## src/rtl/async_sram_ctrl.sv

```systemverilog
module async_sram_ctrl #(
  parameter int CLK_PERIOD_NS = 4,
  parameter int AW            = 20,
  parameter int DW            = 16,
  parameter int T_PWE_NS      = 40,
  parameter int T_BW_NS       = 45,
  parameter int T_WC_NS       = 55,
  parameter int T_AA_NS       = 55,
  parameter int T_RC_NS       = 55,
  parameter int T_TURN_NS     = 20
) (
  input  logic          clk,
  input  logic          rst_n,
  input  logic          req_valid,
  output logic          req_ready,
  input  logic          req_write,
  input  logic [AW-1:0] req_addr,
  input  logic [DW-1:0] req_wdata,
  input  logic [1:0]    req_be,
  output logic          rsp_valid,
  output logic [DW-1:0] rsp_rdata,
  output logic [AW-1:0] mem_addr,
  output logic          mem_ce1_n,
  output logic          mem_ce2,
  output logic          mem_we_n,
  output logic          mem_oe_n,
  output logic          mem_bhe_n,
  output logic          mem_ble_n,
  output logic [DW-1:0] mem_dq_out,
  output logic          mem_dq_oe,
  input  logic [DW-1:0] mem_dq_in
);

  function automatic int cyc(input int ns);
    return (ns <= 0) ? 1 : (ns + CLK_PERIOD_NS - 1) / CLK_PERIOD_NS;
  endfunction

  localparam int BW       = DW / 2;
  localparam int SET_CYC  = cyc(T_BW_NS - T_PWE_NS);
  localparam int WP_CYC   = cyc(T_PWE_NS);
  localparam int REC_RAW  = cyc(T_WC_NS) - SET_CYC - WP_CYC;
  localparam int REC_CYC  = (REC_RAW < 1) ? 1 : REC_RAW;
  localparam int RD_CYC   = (cyc(T_AA_NS) > cyc(T_RC_NS)) ? cyc(T_AA_NS) : cyc(T_RC_NS);
  localparam int TURN_CYC = cyc(T_TURN_NS);
  localparam int CW       = $clog2(SET_CYC + WP_CYC + REC_CYC + RD_CYC + TURN_CYC + 2);

  localparam logic [CW-1:0] SET_LD  = CW'(SET_CYC - 1);
  localparam logic [CW-1:0] WP_LD   = CW'(WP_CYC - 1);
  localparam logic [CW-1:0] REC_LD  = CW'(REC_CYC - 1);
  localparam logic [CW-1:0] RD_LD   = CW'(RD_CYC - 1);
  localparam logic [CW-1:0] TURN_LD = CW'(TURN_CYC - 1);

  typedef enum logic [2:0] {S_IDLE, S_WSET, S_WPUL, S_WREC, S_RD, S_TURN} state_t;

  state_t        state;
  logic [CW-1:0] cnt;
  logic          last;

  assign last      = (cnt == '0);
  assign req_ready = (state == S_IDLE);

  always_ff @(posedge clk) begin
    if (!rst_n) begin
      state      <= S_IDLE;
      cnt        <= '0;
      mem_addr   <= '0;
      mem_dq_out <= '0;
      mem_ce1_n  <= 1'b1;
      mem_ce2    <= 1'b0;
      mem_we_n   <= 1'b1;
      mem_oe_n   <= 1'b1;
      mem_bhe_n  <= 1'b1;
      mem_ble_n  <= 1'b1;
      mem_dq_oe  <= 1'b0;
      rsp_valid  <= 1'b0;
      rsp_rdata  <= '0;
    end else begin
      rsp_valid <= 1'b0;
      case (state)
        S_IDLE: if (req_valid) begin
          mem_addr   <= req_addr;
          mem_dq_out <= req_wdata;
          mem_ce1_n  <= 1'b0;
          mem_ce2    <= 1'b1;
          mem_ble_n  <= ~req_be[0];
          mem_bhe_n  <= ~req_be[1];
          if (req_write) begin
            state     <= S_WSET;
            cnt       <= SET_LD;
            mem_dq_oe <= 1'b1;
          end else begin
            state    <= S_RD;
            cnt      <= RD_LD;
            mem_oe_n <= 1'b0;
          end
        end
        S_WSET: if (last) begin
          state    <= S_WPUL;
          cnt      <= WP_LD;
          mem_we_n <= 1'b0;
        end else cnt <= cnt - 1'b1;
        S_WPUL: if (last) begin
          state    <= S_WREC;
          cnt      <= REC_LD;
          mem_we_n <= 1'b1;
        end else cnt <= cnt - 1'b1;
        S_WREC: if (last) begin
          state     <= S_IDLE;
          mem_ce1_n <= 1'b1;
          mem_ce2   <= 1'b0;
          mem_bhe_n <= 1'b1;
          mem_ble_n <= 1'b1;
          mem_dq_oe <= 1'b0;
        end else cnt <= cnt - 1'b1;
        S_RD: if (last) begin
          state     <= S_TURN;
          cnt       <= TURN_LD;
          rsp_valid <= 1'b1;
          rsp_rdata <= {mem_bhe_n ? {BW{1'b0}} : mem_dq_in[DW-1:BW],
                        mem_ble_n ? {BW{1'b0}} : mem_dq_in[BW-1:0]};
          mem_ce1_n <= 1'b1;
          mem_ce2   <= 1'b0;
          mem_oe_n  <= 1'b1;
          mem_bhe_n <= 1'b1;
          mem_ble_n <= 1'b1;
        end else cnt <= cnt - 1'b1;
        S_TURN: if (last) state <= S_IDLE;
                else cnt <= cnt - 1'b1;
        default: state <= S_IDLE;
      endcase
    end
  end

  logic [CW-1:0] since_oe, we_low;

  always_ff @(posedge clk) begin
    if (!rst_n) begin
      since_oe <= '1;
      we_low   <= '0;
    end else begin
      since_oe <= !mem_oe_n ? '0 : (since_oe == '1 ? since_oe : since_oe + 1'b1);
      we_low   <= !mem_we_n ? we_low + 1'b1 : '0;
    end
  end

  AST_IDLE_DESELECT: assert property (@(posedge clk) disable iff (!rst_n)
    req_ready |-> (mem_ce1_n && !mem_ce2 && mem_we_n && mem_oe_n && !mem_dq_oe));
  AST_RVALID_PULSE: assert property (@(posedge clk) disable iff (!rst_n)
    rsp_valid |=> !rsp_valid);
  AST_WE_WIDTH: assert property (@(posedge clk) disable iff (!rst_n)
    $rose(mem_we_n) |-> (we_low >= CW'(WP_CYC)));
  AST_WE_WITH_DATA: assert property (@(posedge clk) disable iff (!rst_n)
    !mem_we_n |-> (mem_dq_oe && mem_oe_n && !mem_ce1_n && mem_ce2));
  AST_BUS_EXCLUSIVE: assert property (@(posedge clk) disable iff (!rst_n)
    mem_dq_oe |-> mem_oe_n);
  AST_TURNAROUND: assert property (@(posedge clk) disable iff (!rst_n)
    $rose(mem_dq_oe) |-> (since_oe >= CW'(TURN_CYC)));
  AST_ADDR_HOLD: assert property (@(posedge clk) disable iff (!rst_n)
    (!mem_ce1_n && $past(!mem_ce1_n)) |-> ($stable(mem_addr) && $stable(mem_bhe_n) && $stable(mem_ble_n)));
  AST_DATA_HOLD: assert property (@(posedge clk) disable iff (!rst_n)
    (mem_dq_oe && $past(mem_dq_oe)) |-> $stable(mem_dq_out));
  AST_READ_NO_DRIVE: assert property (@(posedge clk) disable iff (!rst_n)
    !mem_oe_n |-> (mem_we_n && !mem_ce1_n && mem_ce2));

endmodule

```

## config.mk

```make
export PLATFORM = sky130hd
export DESIGN_NAME = async_sram_ctrl
export DESIGN_NICKNAME = d
export VERILOG_FILES = /design/src/rtl/async_sram_ctrl.sv
export SDC_FILE = /design/constraint.sdc
export NUM_CORES = 1
export LEC_CHECK = 0
export BUFFER_PORTS_ARGS = -buffer_cell sky130_fd_sc_hd__buf_4
export CAP_MARGIN = 20
export CORE_MARGIN = 3
export CORE_UTILIZATION = 44
export CTS_BUF_LIST = sky130_fd_sc_hd__clkbuf_8
export DETAILED_ROUTE_END_ITERATION = 8
export PLACE_DENSITY_LB_ADDON = 0.12
export SLEW_MARGIN = 20
export SYNTH_ARGS = -nofsm -noshare
export SYNTH_HDL_FRONTEND = slang
export SYNTH_SLANG_ARGS = --single-unit
export TNS_END_PERCENT = 5
```

## constraint.sdc

```tcl
create_clock -name clk -period 1.8 [get_ports clk]
set_clock_uncertainty 0.15 [all_clocks]
set_input_delay 0.27 -clock clk [delete_from_list [all_inputs] [get_ports clk]]
set_output_delay 0.27 -clock clk [all_outputs]
set_load 0.01 [all_outputs]
```

==> results of run 1 <==
[state kept, by name (all words and copies together), names as in the netlist]
| signal | count |
|---|---|
| mem_bhe_n | 1 |
| cnt | 6 |
| rsp_valid | 1 |
| rsp_rdata | 16 |
| mem_addr | 20 |
| mem_dq_oe | 1 |
| state | 3 |
| mem_we_n | 1 |
| mem_dq_out | 16 |
| mem_oe_n | 1 |
| mem_ble_n | 1 |
| mem_ce2 | 1 |
| mem_ce1_n | 1 |
[final cells by class]
class | count | area [um2]
clock buffer | 10 | 137.6
clock inverter | 3 | 16.27
fill | 455 | 1597
inverter | 7 | 26.28
multi-input combinational | 211 | 1222
sequential | 69 | 1384
tap | 72 | 90.09
timing repair buffer | 160 | 1270
[cell families (layout without fill, tap and decap cells)]
group | Yosys count | after routing | share of synthesized area (%)
adders and majority gates | 2 | 2 | 0.9232
xor gates and xnor gates | 3 | 3 | 0.9697
AOI/OAI and AO/OA | 95 | 95 | 23.45
and+or+nand+nor | 111 | 111 | 18.42
DFF | 69 | 69 | 50.97
buffers and inverters | 29 | 180 | 5.263
[synth_stat cells, types with 4 or more instances]
library cell  instances
dfxtp_1              69
a21oi_1              44
nand2_1              78
inv_1                 6
a22o_1               16
o21ai_0               8
nor2_1                5
clkbuf_1             10
buf_2                 6
nor3_1                4
[per-layer routing]
| layer | up-vias | wire, um | global-route usage [%] |
|---|---|---|---|
| li1 | 1373 | - | - |
| met1 | 1275 | 3331 | 28.01 |
| met2 | 98 | 3744 | 35.37 |
| met3 | 7 | 605 | 5.594 |
| met4 | 0 | 76 | 6.906 |
| met5 | - | 0 | 0 |
[through the flow]
step | instances | total power [mW] | util, % | area [um2]
2_1_floorplan | 309 | 3.662 | - | 2721
3_3_place_gp | 502 | 4.762 | 66.03 | 3792
3_5_place_dp | 502 | 4.796 | 66.03 | 3792
4_1_cts | 530 | 5.869 | 71.33 | 4096
5_1_grt | 532 | 6.320 | 72.20 | 4146
6_report | 532 | 5.893 | 72.20 | 4146
[path summary, 6_finish.rpt]
| check | endpoint | slack (ns) | cells after the start |
|---|---|---|---|
| hold reg to reg | mem_ce2$_SDFFE_PN0P_ | 0.30 | 2 |
| hold / removal | rsp_rdata[6]$_SDFFE_PN0P_ | 0.01 | 2 |
| setup / recovery | cnt[3]$_SDFFE_PN0P_ | 0.04 | 7 |
| setup reg to reg | cnt[3]$_SDFFE_PN0P_ | 0.04 | 7 |
[where the power goes]
part | internal (mW) | switching [mW] | total, mW
registers | 1.84 | 0.221 | 2.06
logic | 1.37 | 1.42 | 2.80
clock network | 0.507 | 0.529 | 1.04
total | 3.72 | 2.17 | 5.89
[cell usage in the layout, fill, tap and decap left out, types with 5 or more instances in the layout]
cell           count
buf_4            141
nand2_1           78
dfxtp_1           67
a21oi_1           44
a22o_1            16
dlygate4sd3_1     16
clkbuf_8          10
o21ai_0            7
inv_1              6
nor2_1             5
[timing repair]
item,in CTS,in global routing
hold buffers,15,1
pin swaps,0,10
setup endpoints to repair,15,27
endpoints found under the hold margin,15,1
gates resized for setup,0,11
buffers inserted,0,1
==> metrics, run 1 <==
run status=complete, no violations; Slew Limit Fails=0; top cell type's share of synthesized area=50.97%; LEAKAGE=1.828 nW; slowest stage delay, CP=0.33 ns; Layout Nets=518; wire per inst=14.58 um; synth warn=0; RSZ-0062 raised after global routing=yes; Initial Util=47.19%; relative slew slack=74.69%; layout cells sized above 1=38.04%; PwrDens=1421 nW/um2; number of synthesized register bits=69; Reg clk slew, reported paths=0.07 ns; cts bufs inserted=9; DR vias=2753; Yosys cell types=52; CTS root buf=clkbuf_8; CTS tree=yes; CP required=1.86 ns; Via density=5.175; Die Y=84.48 um; drt pass-1 iters=4; maximum clock path buffer count=2; final worst setup slack=0.03663 ns; critical path class=reg2reg; Skew-Pair Late Insertion Delay=0.33 ns; Worst Path Max Fanout=9; Setup TNS=0 ns; mapped cell area=2710 um2; Place WS=-0.01504 ns; Initial DRC Count=120; H-Tree Depth=3; Max stage delay cell, worst path=dfxtp_2; Final Hold Vio Count=0; core region area=5743 um2; register area share after synthesis=50.97%; Hold/Removal Path Class=in2reg; Max Freq=0.5671 GHz; Antenna diodes=0; Post-Syn Nets=369; Worst Min Path Start=mem_dq_in[6]; Tcrit/Tclk final=97.97%; CP startpoint=cnt[0]$_SDFFE_PN0P_; Max-cap violations=0; Synth Instances=309; io pins=119; fraction of registers with async set or reset after synthesis=0%; gpl congestion=0.8487; synth top area cells=dfxtp_1 51%, nand2_1 11%, a21oi_1 8.1%, a22o_1 5.2%, o21ai_0 1.5%; dpl hpwl=5.444 mm; GR Overflow Total=0; fin crit period=1.763 ns; Setup crit end kind=flip-flop; synthesized area per cell=8.771 um2; final WL=7.758 mm; Syn-to-layout area delta=53.00%; clock sink count=69; Startpoint Class=flip-flop; All-Layer GR Usage=21.66%; EDFF count, synth=0; Slew @ Worst Pin=0.3701 ns; port bufs=118; first-pass GRT wire length=12.54 mm; Top delay family on crit path=compound AO/OA/AOI/OAI gates; CP Buf/Inv Count=2; Setup-failing EPs final=0; Routed Antenna Nets=0; largest net degree at the start of global routing=30; Cell Rows=27; DIE AREA=7137 um2; die width=84.48 um; reg-to-reg critical path startpoint=cnt[0]$_SDFFE_PN0P_; top_reg_cell synth=dfxtp_1; Fin Hold WS=0.01101 ns; DRC=0; initial antenna violation count=0; Synth area leader=dfxtp_1; Peak VDD IR=0.9652 mV; vias in the first global route=2621; Crit path arrival time=1.82 ns; Critical Path, Cell by Cell=inv_2 -> ha_2 -> nor2b_1 -> buf_4 -> and3_1 -> a2111oi_2 -> a221oi_2
Power figures use the tool's default switching activity.
==> run 2: changes to the inputs <==
Settings changed: CORE_UTILIZATION 44 to 50.
Clock period 1.8 ns to 2.15 ns, I/O delays scaled along.
==> run 2 against run 1 <==
  * Sequential power decreased by 14%
  * Register-to-register slack improved by 0.07 ns
  * Count of clock-buffer cells in the layout is 1 lower
  * Global-route usage grew 0.50 points
  * Wire length is 8.9% lower
  * Via count is 3.8% lower
  * Cell count down 5.6%
  * Critical endpoint is now rsp_rdata[10]$_SDFFE_PN0P_
==> metrics, run 2 (same netlist as run 1, synthesis figures left out) <==
initial antenna violation count=0; DRC=0; wire per inst=14.07 um; All-Layer GR Usage=22.16%; Worst Path Max Fanout=8; Initial DRC Count=93; CTS tree=yes; Skew-Pair Late Insertion Delay=0.33 ns; most common cell after layout, fill and taps aside=buf_4; GR Overflow Total=0; maximum clock path buffer count=2; area occupied by multi-input gates=1189 um2; Worst Min Path Start=mem_dq_in[1]; Tcrit/Tclk final=94.81%; DR vias=2648; Startpoint Class=flip-flop; gpl congestion=0.9215; Syn-to-layout area delta=43.35%; Max Freq=0.4906 GHz; Via density=5.275; port bufs=118; Largest regs=mem_addr x20, mem_dq_out x16, rsp_rdata x16; run status=complete, no violations; FILL cells=397; drt pass-1 iters=4; relative slew slack=61.16%; vias in the first global route=2371; Final Hold Vio Count=0; LEAKAGE=1.710 nW; Setup-failing EPs final=0; fin area=3885 um2; postcts setup bufs=0; PwrDens=1249 nW/um2; final std cells w/o fill=502; Initial Util=52.39%; Peak VDD IR=0.8487 mV; reg-to-reg critical path startpoint=cnt[0]$_SDFFE_PN0P_; H-Tree Depth=3; critical path class=reg2reg; Slew @ Worst Pin=0.5782 ns; placed insts=484; Crit path arrival time=2.17 ns; post-layout util=75.11%; Place WS=0.04063 ns; fin crit period=2.038 ns; Antenna diodes=0; final WL=7.064 mm; Cell Rows=26; largest net degree at the start of global routing=40; Largest register FFs=20; CP required=2.28 ns; io pins=119; Hold/Removal Path Class=in2reg; Reg clk slew, reported paths=0.07 ns; core region area=5172 um2; CTS root buf=clkbuf_8; clock sink count=69; Routed Antenna Nets=0; Biggest register=mem_addr; placed inst area=3647 um2; dpl hpwl=5.088 mm; Setup crit end kind=flip-flop; die width=79.62 um; Die Y=79.62 um; Pwr Total=4.852 mW; Max-cap violations=0; cts bufs inserted=9; Layout Nets=487; CP startpoint=cnt[0]$_SDFFE_PN0P_; layout cells sized above 1=35.42%; Slew Limit Fails=0; DIE AREA=6339 um2; most frequent cells in the layout=126 x buf_4, 78 x nand2_1, 68 x dfxtp_1; Register Area=1383 um2; final worst setup slack=0.1115 ns; RSZ-0062 raised after global routing=yes; R2R setup slack=0.11 ns; first-pass GRT wire length=11.05 mm
==> run 2: cell count changes in the layout (fill, tap and decap cells not counted), sizes merged <==
cell         before  now
buf             144  127
bufinv            0    2
clkbuf           10    9
clkinv            1    2
dlygate4sd3      16    2
inv               8    9
==> run 2: what timing repair did <==
item | CTS | global route
hold endpoints to repair | 2 | 0
hold buffers | 2 | 0
resized for setup | 0 | 2
endpoints found under the setup margin | 0 | 21
==> run 2: metal layers <==
metal | GRT usage, % | vias up | part of all wire (%)
li1 | - | 1319 | -
met5 | 0 | - | 0
met3 | 5.869 | 15 | 6.8
met2 | 35.56 | 91 | 48
met1 | 27.73 | 1223 | 43
met4 | 10.14 | 0 | 2.5
==> run 2: final timing paths <==
kind | endpoint | depth (start not counted)
worst max-delay path | rsp_rdata[10]$_SDFFE_PN0P_ | 7
worst min-delay path | rsp_rdata[1]$_SDFFE_PN0P_ | 2
worst max register to register | rsp_rdata[10]$_SDFFE_PN0P_ | 7
worst min register to register | mem_addr[1]$_SDFFE_PN0P_ | 2
==> run 2: final cells by class <==
class / instances / share of cell area (%)
Tap cell: 70 / 2.254
Sequential cell: 69 / 35.59
Clock buffer: 9 / 3.188
Timing Repair Buffer: 129 / 25.38
Clock inverter: 7 / 2.319
Multi-Input combinational cell: 211 / 30.60
Inverter: 7 / 0.6763
==> run 2: stage by stage <==
step / hold WS, ns / TNS [ns]
3_5_place_dp: 0.2968 / 0
5_1_grt: 0.02438 / -0.2612
2_1_floorplan: 0.2628 / 0
6_report: 0.04037 / 0
3_3_place_gp: 0.2891 / 0
4_1_cts: 0.02554 / 0
==> run 2: report_power, final <==
group / total, mW / internal [mW] / switching, mW
Clock: 1.13 / 0.648 / 0.479
Sequential: 1.78 / 1.54 / 0.248
Combinational: 1.94 / 0.892 / 1.05
==> run 2: worst max-delay path, stage by stage, from the launching register on <==
cell     delay, ns
dfxtp_2       0.34
inv_1         0.11
ha_1          0.20
nor2b_2       0.29
buf_4         0.18
nand4_1       0.18
nor2_2        0.35
a22o_1        0.19
